==> config.mk <==
export PLATFORM = sky130hd
export DESIGN_NAME = gated_timer_pair
export DESIGN_NICKNAME = d
export VERILOG_FILES = /design/src/rtl/gtp_pkg.sv /design/src/rtl/gtp_tick_gen.sv /design/src/rtl/gtp_clk_qual.sv /design/src/rtl/gtp_chan.sv /design/src/rtl/gated_timer_pair.sv
export SDC_FILE = /design/constraint.sdc
export NUM_CORES = 1
export LEC_CHECK = 0
export ABC_AREA = 0
export BUFFER_PORTS_ARGS = -buffer_cell sky130_fd_sc_hd__buf_2
export CAP_MARGIN = 20
export CORE_ASPECT_RATIO = 1.1
export CORE_MARGIN = 2
export CORE_UTILIZATION = 65
export DETAILED_ROUTE_END_ITERATION = 8
export GPL_TIMING_DRIVEN = 0
export PLACE_DENSITY = 0.86
export SYNTH_ARGS = -nofsm -noshare
export SYNTH_HDL_FRONTEND = slang
export SYNTH_SLANG_ARGS = --single-unit
==> constraint.sdc <==
create_clock -name clk_i -period 5.35 [get_ports clk_i]
set_clock_uncertainty 0.15 [all_clocks]
set_input_delay 0.2675 -clock clk_i [delete_from_list [all_inputs] [get_ports clk_i]]
set_output_delay 0.2675 -clock clk_i [all_outputs]
set_load 0.05 [all_outputs]
==> src/rtl/gtp_pkg.sv <==
package gtp_pkg;
  typedef enum logic [2:0] {
    OP_NOP   = 3'd0,
    OP_LOAD  = 3'd1,
    OP_MODE  = 3'd2,
    OP_START = 3'd3,
    OP_STOP  = 3'd4,
    OP_ACK   = 3'd5
  } op_e;

  localparam int MB_EXT    = 0;
  localparam int MB_RELOAD = 1;
  localparam int MB_FILT   = 2;

  typedef struct packed {
    logic gate_en;
    logic filt;
    logic reload;
    logic ext;
  } mode_t;
endpackage

==> src/rtl/gtp_tick_gen.sv <==
module gtp_tick_gen #(
  parameter int DIV = 100
) (
  input  logic clk_i,
  input  logic rst_ni,
  output logic tick_o
);
  localparam int W = (DIV > 1) ? $clog2(DIV) : 1;
  localparam logic [W-1:0] LAST = W'(DIV - 1);

  logic [W-1:0] cnt_q;

  always_ff @(posedge clk_i or negedge rst_ni) begin
    if (!rst_ni)            cnt_q <= '0;
    else if (cnt_q == LAST) cnt_q <= '0;
    else                    cnt_q <= cnt_q + W'(1);
  end

  assign tick_o = (cnt_q == LAST);
endmodule

==> src/rtl/gtp_clk_qual.sv <==
module gtp_clk_qual #(
  parameter int FILT_CYC = 16
) (
  input  logic clk_i,
  input  logic rst_ni,
  input  logic raw_i,
  input  logic filt_en_i,
  output logic rise_o
);
  localparam int FW = $clog2(FILT_CYC + 1);
  localparam logic [FW-1:0] FLAST = FW'(FILT_CYC - 1);

  logic s1_q, s2_q, flt_q, lvl_q, lvl;
  logic [FW-1:0] fc_q;

  always_ff @(posedge clk_i or negedge rst_ni) begin
    if (!rst_ni) begin
      s1_q <= 1'b0;
      s2_q <= 1'b0;
    end else begin
      s1_q <= raw_i;
      s2_q <= s1_q;
    end
  end

  // level must disagree for FILT_CYC clocks before it is accepted
  always_ff @(posedge clk_i or negedge rst_ni) begin
    if (!rst_ni) begin
      flt_q <= 1'b0;
      fc_q  <= '0;
    end else if (s2_q == flt_q) begin
      fc_q <= '0;
    end else if (fc_q == FLAST) begin
      flt_q <= s2_q;
      fc_q  <= '0;
    end else begin
      fc_q <= fc_q + FW'(1);
    end
  end

  assign lvl = filt_en_i ? flt_q : s2_q;

  always_ff @(posedge clk_i or negedge rst_ni) begin
    if (!rst_ni) lvl_q <= 1'b0;
    else         lvl_q <= lvl;
  end

  assign rise_o = lvl & ~lvl_q;
endmodule

==> src/rtl/gtp_chan.sv <==
module gtp_chan
  import gtp_pkg::*;
#(
  parameter int CNT_W    = 16,
  parameter int FILT_CYC = 16
) (
  input  logic             clk_i,
  input  logic             rst_ni,
  input  logic             cmd_hit_i,
  input  op_e              cmd_op_i,
  input  logic [CNT_W-1:0] cmd_data_i,
  input  logic             int_tick_i,
  input  logic             ext_clk_i,
  input  logic             ext_gate_ni,
  output logic [CNT_W-1:0] count_o,
  output logic             run_o,
  output logic             irq_o,
  output logic             gate_on_o,
  output mode_t            mode_o
);
  localparam logic [CNT_W-1:0] ONE = CNT_W'(1);

  mode_t            mode_q, mode_d;
  logic [CNT_W-1:0] cnt_q, cnt_d, rld_q, rld_d;
  logic             run_q, run_d, irq_q, irq_d;
  logic             g1_q, g2_q;
  logic             ext_rise, base_tick, gate_ok, step;

  gtp_clk_qual #(.FILT_CYC(FILT_CYC)) u_qual (
    .clk_i     (clk_i),
    .rst_ni    (rst_ni),
    .raw_i     (ext_clk_i),
    .filt_en_i (mode_q.filt),
    .rise_o    (ext_rise)
  );

  always_ff @(posedge clk_i or negedge rst_ni) begin
    if (!rst_ni) begin
      g1_q <= 1'b0;
      g2_q <= 1'b0;
    end else begin
      g1_q <= ~ext_gate_ni;
      g2_q <= g1_q;
    end
  end

  assign base_tick = mode_q.ext ? ext_rise : int_tick_i;
  assign gate_ok   = ~mode_q.gate_en | g2_q;
  // a command to this timer takes the cycle; no step that cycle
  assign step      = run_q & base_tick & gate_ok & ~cmd_hit_i;

  always_comb begin
    mode_d = mode_q;
    cnt_d  = cnt_q;
    rld_d  = rld_q;
    run_d  = run_q;
    irq_d  = irq_q;
    if (cmd_hit_i) begin
      unique case (cmd_op_i)
        OP_LOAD: begin
          cnt_d = cmd_data_i;
          rld_d = cmd_data_i;
          if (cmd_data_i == '0) run_d = 1'b0;
        end
        OP_MODE: begin
          mode_d.gate_en = cmd_data_i[CNT_W-1];
          mode_d.filt    = cmd_data_i[MB_FILT];
          mode_d.reload  = cmd_data_i[MB_RELOAD];
          mode_d.ext     = cmd_data_i[MB_EXT];
        end
        OP_START: run_d = (cnt_q != '0);
        OP_STOP:  run_d = 1'b0;
        OP_ACK:   irq_d = 1'b0;
        default: ;
      endcase
    end else if (step) begin
      if (cnt_q == ONE) begin
        irq_d = 1'b1;
        if (mode_q.reload && rld_q != '0) begin
          cnt_d = rld_q;
        end else begin
          cnt_d = '0;
          run_d = 1'b0;
        end
      end else begin
        cnt_d = cnt_q - ONE;
      end
    end
  end

  always_ff @(posedge clk_i or negedge rst_ni) begin
    if (!rst_ni) begin
      mode_q <= '0;
      cnt_q  <= '0;
      rld_q  <= '0;
      run_q  <= 1'b0;
      irq_q  <= 1'b0;
    end else begin
      mode_q <= mode_d;
      cnt_q  <= cnt_d;
      rld_q  <= rld_d;
      run_q  <= run_d;
      irq_q  <= irq_d;
    end
  end

  assign count_o   = cnt_q;
  assign run_o     = run_q;
  assign irq_o     = irq_q;
  assign gate_on_o = g2_q;
  assign mode_o    = mode_q;
endmodule

==> src/rtl/gated_timer_pair.sv <==
module gated_timer_pair
  import gtp_pkg::*;
#(
  parameter int NUM_TMR  = 2,
  parameter int CNT_W    = 16,
  parameter int TICK_DIV = 100,
  parameter int FILT_CYC = 16,
  localparam int SEL_W   = (NUM_TMR > 1) ? $clog2(NUM_TMR) : 1
) (
  input  logic               clk_i,
  input  logic               rst_ni,
  input  logic               cmd_valid_i,
  input  logic [SEL_W-1:0]   cmd_sel_i,
  input  logic [2:0]         cmd_op_i,
  input  logic [CNT_W-1:0]   cmd_data_i,
  input  logic [SEL_W-1:0]   rd_sel_i,
  output logic [CNT_W-1:0]   rd_value_o,
  input  logic [NUM_TMR-1:0] ext_clk_i,
  input  logic [NUM_TMR-1:0] ext_gate_ni,
  output logic [NUM_TMR-1:0] run_o,
  output logic [NUM_TMR-1:0] irq_o
);
  logic                          int_tick;
  logic [NUM_TMR-1:0][CNT_W-1:0] cnt_arr;
  logic [NUM_TMR-1:0]            gate_on, mode_gate, mode_reload;
  mode_t                         mode_arr [NUM_TMR];
  op_e                           op;

  assign op = op_e'(cmd_op_i);

  gtp_tick_gen #(.DIV(TICK_DIV)) u_tick (
    .clk_i  (clk_i),
    .rst_ni (rst_ni),
    .tick_o (int_tick)
  );

  for (genvar i = 0; i < NUM_TMR; i++) begin : g_tmr
    logic hit;
    assign hit = cmd_valid_i && (cmd_sel_i == SEL_W'(i));

    gtp_chan #(.CNT_W(CNT_W), .FILT_CYC(FILT_CYC)) u_chan (
      .clk_i       (clk_i),
      .rst_ni      (rst_ni),
      .cmd_hit_i   (hit),
      .cmd_op_i    (op),
      .cmd_data_i  (cmd_data_i),
      .int_tick_i  (int_tick),
      .ext_clk_i   (ext_clk_i[i]),
      .ext_gate_ni (ext_gate_ni[i]),
      .count_o     (cnt_arr[i]),
      .run_o       (run_o[i]),
      .irq_o       (irq_o[i]),
      .gate_on_o   (gate_on[i]),
      .mode_o      (mode_arr[i])
    );

    assign mode_gate[i]   = mode_arr[i].gate_en;
    assign mode_reload[i] = mode_arr[i].reload;
  end

  assign rd_value_o = cnt_arr[rd_sel_i];
endmodule

==> Implementation_results.wiki <==
{| class="wikitable"
! Metric !! Value
|-
| DRC errors left || 0
|-
| Wire length per cell || 20.02 µm
|-
| Clock tree from TritonCTS || yes
|-
| Die height || 102.0 µm
|-
| Clk_lat worst skew || 0.37 ns
|-
| Synth Area in Simple Gates || 0.2399
|-
| Setup tns final || 0 ns
|-
| Xor/xnor share of the synthesized area || 0.03084
|-
| Final weighted congestion in routability-driven placement || 0.9884
|-
| Number of synthesized flops with an enable pin || 0
|-
| Floorplan Core Area || 8452 µm²
|-
| Ratio of routed vias to standard cells || 6.455
|-
| Number of top-level pins || 48
|-
| Type of origin of the critical path || flip-flop
|-
| Sum of overflow across all layers after global routing || 0
|-
| Number of global-route vias before repair || 5375
|-
| Top FF cell, synth || dfrtp_1
|-
| Kind of path behind the tightest hold check || in -> reg
|-
| Minimum clock period after layout || 3.102 ns
|-
| Total power density per cell area || 426.1 nW/µm²
|-
| Crit Path Max Fanout || 10
|-
| CP endpoint kind || flip-flop
|-
| Compound-cell area share of the yosys netlist || 0.1452
|-
| Final design area excluding fillers || 6359 µm²
|-
| # Max-Cap Violations || 0
|-
| Clock-pin slew reported for the worst setup and hold paths after clock tree synthesis || 0.11 ns
|-
| Warnings, synthesis || 0
|-
| Util after Layout || 0.7523
|-
| Placement-stage cell area || 6087 µm²
|-
| Number of search-and-repair iterations in the first detailed-routing pass || 5
|-
| Fraction of registers with async set/reset || 1.000
|-
| Count of state elements after synthesis || 105
|-
| CTS Buf Count || 9
|-
| Average size of a mapped cell || 8.932 µm²
|-
| Count of nets left with antenna violations after detail routing || 0
|-
| Overall fraction of global-route tracks in use || 0.3663
|-
| Number of nets at the end of the flow || 737
|-
| Initial Util || 0.6721
|-
| Maximum number of pins on one net before global-route repair || 57
|-
| Cell count after synthesis || 636
|-
| Sequential share of the synthesized area || 0.4626
|-
| Tcrit/Tclk final || 0.5798
|-
| CP Class || reg -> reg
|-
| Wire length reported by the detailed router || 16340 µm
|-
| Total met3 wirelength after detailed routing || 1392 µm
|-
| Number of clock sinks seen by CTS || 105
|-
| Sum of routed wire segments on met1 || 6452 µm
|-
| Final setup vio count || 0
|-
| Maximum root-to-sink buffer count || 2
|-
| Maximum level of the CTS H-tree || 3
|-
| Overall die area || 9503 µm²
|-
| Endpoint arrival time on the critical path || 3.24 ns
|-
| Root buffer cell || clkbuf_8
|-
| Port Buffer Count || 45
|-
| Number of library cell types mapped by synthesis || 62
|-
| Data required, critical path || 5.49 ns
|-
| Peak ir drop on the vdd network || 274.2 µV
|-
| Antenna diode count || 0
|-
| Run status || complete, no violations
|-
| First-pass GRT wire length || 26480 µm
|-
| Adder-cell share of the synthesized area || 0.01982
|-
| X dimension of the die || 93.13 µm
|-
| Number of antenna violations at the first check in global routing || 0
|-
| Cell area after synthesis || 5680 µm²
|-
| FILL cells || 592
|-
| Share of layout cells above drive strength 1 || 0.1546
|-
| Main combinational cell family by area after synthesis || simple AND/OR/NAND/NOR gates
|-
| Lkg Pwr || 0.002913 µW
|-
| Fmax || 0.3224 GHz
|-
| Synth Net Count || 673
|-
| Met2 layer wire length in the routed design || 7893 µm
|-
| Layout-stage area growth over the synthesis result || 11.94%
|-
| Uppermost layer routed || met4
|-
| Placed wire-length estimate || 12100 µm
|-
| Count of final max-slew check failures || 0
|-
| Vias || 5267
|-
| Worst-case headroom to the max-slew limit || 0.3929
|-
| Worst-margin pin slew || 0.9037 ns
|-
| Final hold vios || 0
|-
| Iteration-0 DRC Markers || 405
|-
| Floorplan row count || 35
|-
| Overall power of the completed layout || 2709 µW
|-
| RSZ-0062 raised after global routing || no
|-
| Proportion of synthesized area in mux cells || 0.06013
|}
-- state kept, by name (all words and copies together) (netlist names) --
| signal | count |
|---|---|
| u_tick.cnt_q | 7 |
| g_tmr.u_chan.count_o | 32 |
| g_tmr.u_chan.g1_q | 2 |
| g_tmr.u_chan.gate_on_o | 2 |
| g_tmr.u_chan.run_o | 2 |
| g_tmr.u_chan.u_qual.lvl_q | 2 |
| g_tmr.u_chan.rld_q | 32 |
| g_tmr.u_chan.u_qual.fc_q | 10 |
| g_tmr.u_chan.u_qual.s2_q | 2 |
| g_tmr.u_chan.irq_o | 2 |
| g_tmr.u_chan.u_qual.s1_q | 2 |
| g_tmr.u_chan.u_qual.flt_q | 2 |
| g_tmr.u_chan.mode_o | 8 |
-- report_power, final --
part	leakage, µW	internal [µW]	total (µW)	switching, µW
clock	0.000112	241	541	300
sequential	0.00132	966	1190	226
combinational	0.00148	346	977	630
-- synth_stat cells (4+ instances only) --
| master | count | area [µm²] |
|---|---|---|
| or3_1 | 5 | 31.28 |
| nor4_1 | 18 | 112.6 |
| ha_1 | 9 | 112.6 |
| o21ai_1 | 4 | 20.02 |
| inv_1 | 18 | 67.56 |
| nand2b_1 | 4 | 25.02 |
| mux2_2 | 25 | 281.5 |
| xor2_1 | 11 | 96.34 |
| clkbuf_1 | 25 | 93.84 |
| o22ai_1 | 9 | 56.30 |
| a221oi_1 | 5 | 43.79 |
| a31oi_1 | 6 | 37.54 |
| o2bb2ai_1 | 5 | 43.79 |
| buf_4 | 4 | 30.03 |
| nand4_1 | 6 | 37.54 |
| nand2_1 | 138 | 518.0 |
| nor2b_1 | 5 | 31.28 |
| dfrtp_1 | 105 | 2628 |
| xnor2_1 | 9 | 78.83 |
| nand3_1 | 19 | 95.09 |
| and2_1 | 5 | 31.28 |
| and3_1 | 8 | 50.05 |
| mux2i_1 | 6 | 60.06 |
| o21ai_0 | 46 | 230.2 |
| a21oi_1 | 26 | 130.1 |
| nor3_1 | 19 | 95.09 |
| nor2_1 | 40 | 150.1 |
-- kinds of logic (layout without fill, tap and decap cells) --
family / count (synthesis) / after routing
DFF: 105 / 105
muxes: 31 / 31
and+or+nand+nor: 286 / 286
adders and majority gates: 9 / 9
buffers and inverters: 54 / 123
AOI/OAI and AO/OA: 131 / 131
xor gates and xnor gates: 20 / 20
-- critical path: stages (launching register included) --
cell       delay, ns
dfrtp_1         0.38
ha_1            0.29
or3b_2          0.48
o2bb2ai_1       0.24
o2111ai_1       0.23
clkbuf_1        0.30
nand2_1         0.26
clkbuf_1        0.38
o21ai_0         0.15
o22ai_1         0.16
-- cells in the final DEF (no fill, tap or decap), drive strengths merged, types with 3 or more instances in the layout --
cell type,Yosys,final
clkbuf,25,35
o22ai,9,9
ha,9,9
and3,8,8
and2,5,5
inv,18,21
or4,4,4
dfrtp,105,105
or3b,3,3
buf,11,59
nand3,19,19
xnor2,9,9
or3,5,5
mux2,25,25
a32oi,3,3
dlygate4sd3,0,5
nor4,18,18
o21ai,50,50
mux2i,6,6
nor2,41,41
o211ai,3,3
nand2b,4,4
a21oi,26,26
nor2b,5,5
a221oi,6,6
nand4,6,6
xor2,11,11
o2bb2ai,5,5
nand2,138,138
nor3,21,21
a31oi,6,6
-- layer usage --
metal | global-route usage | vias to the layer above
met1 | 0.4740 | 2507
met3 | 0.07227 | 54
met4 | 0.1708 | 0
met2 | 0.6026 | 319
li1 | - | 2387
met5 | 0 | -
-- layout make-up --
class                           instances  area [µm²]  area share
Multi-Input combinational cell        477        2816      0.4429
Sequential cell                       105        2628      0.4132
Timing Repair Buffer                   53       317.8     0.04998
Buffer                                 36       168.9     0.02656
Tap cell                              111       138.9     0.02184
Clock buffer                           10       137.6     0.02165
Clock inverter                          6       83.83     0.01318
Inverter                               18       67.56     0.01063
-- final timing paths --
check | from | to | slack, ns | cells after the start
max | u_tick.cnt_q[0] | g_tmr[0].u_chan.count_o[1] | 2.25 | 9
min | cmd_data_i[4] | g_tmr[1].u_chan.rld_q[4] | 0.01 | 3
max reg2reg | u_tick.cnt_q[0] | g_tmr[0].u_chan.count_o[1] | 2.25 | 9
min reg2reg | g_tmr[1].u_chan.u_qual.s1_q | g_tmr[1].u_chan.u_qual.s2_q | 0.21 | 0
max in group asynchronous | rst_ni | g_tmr[0].u_chan.rld_q[7] | 4.03 | 3
min in group asynchronous | rst_ni | g_tmr[0].u_chan.u_qual.fc_q[4] | 0.32 | 2
-- metrics by stage --
stage	hold WS, ns	instances	setup WS (ns)
detailed placement	0.1870	795	2.319
global route	0.008295	816	2.005
floorplan	-0.1781	636	2.825
finish	0.01485	816	2.248
global placement	0.1834	792	2.418
CTS	0.0008672	816	2.297
-- what timing repair did --
action | 4_1_cts | 5_1_grt
hold buffers | 5 | 0
hold endpoints to repair | 53 | 0
resized for setup | 0 | 0
buffers inserted | 0 | 0
No activity file was read; power rests on OpenSTA's default activity.
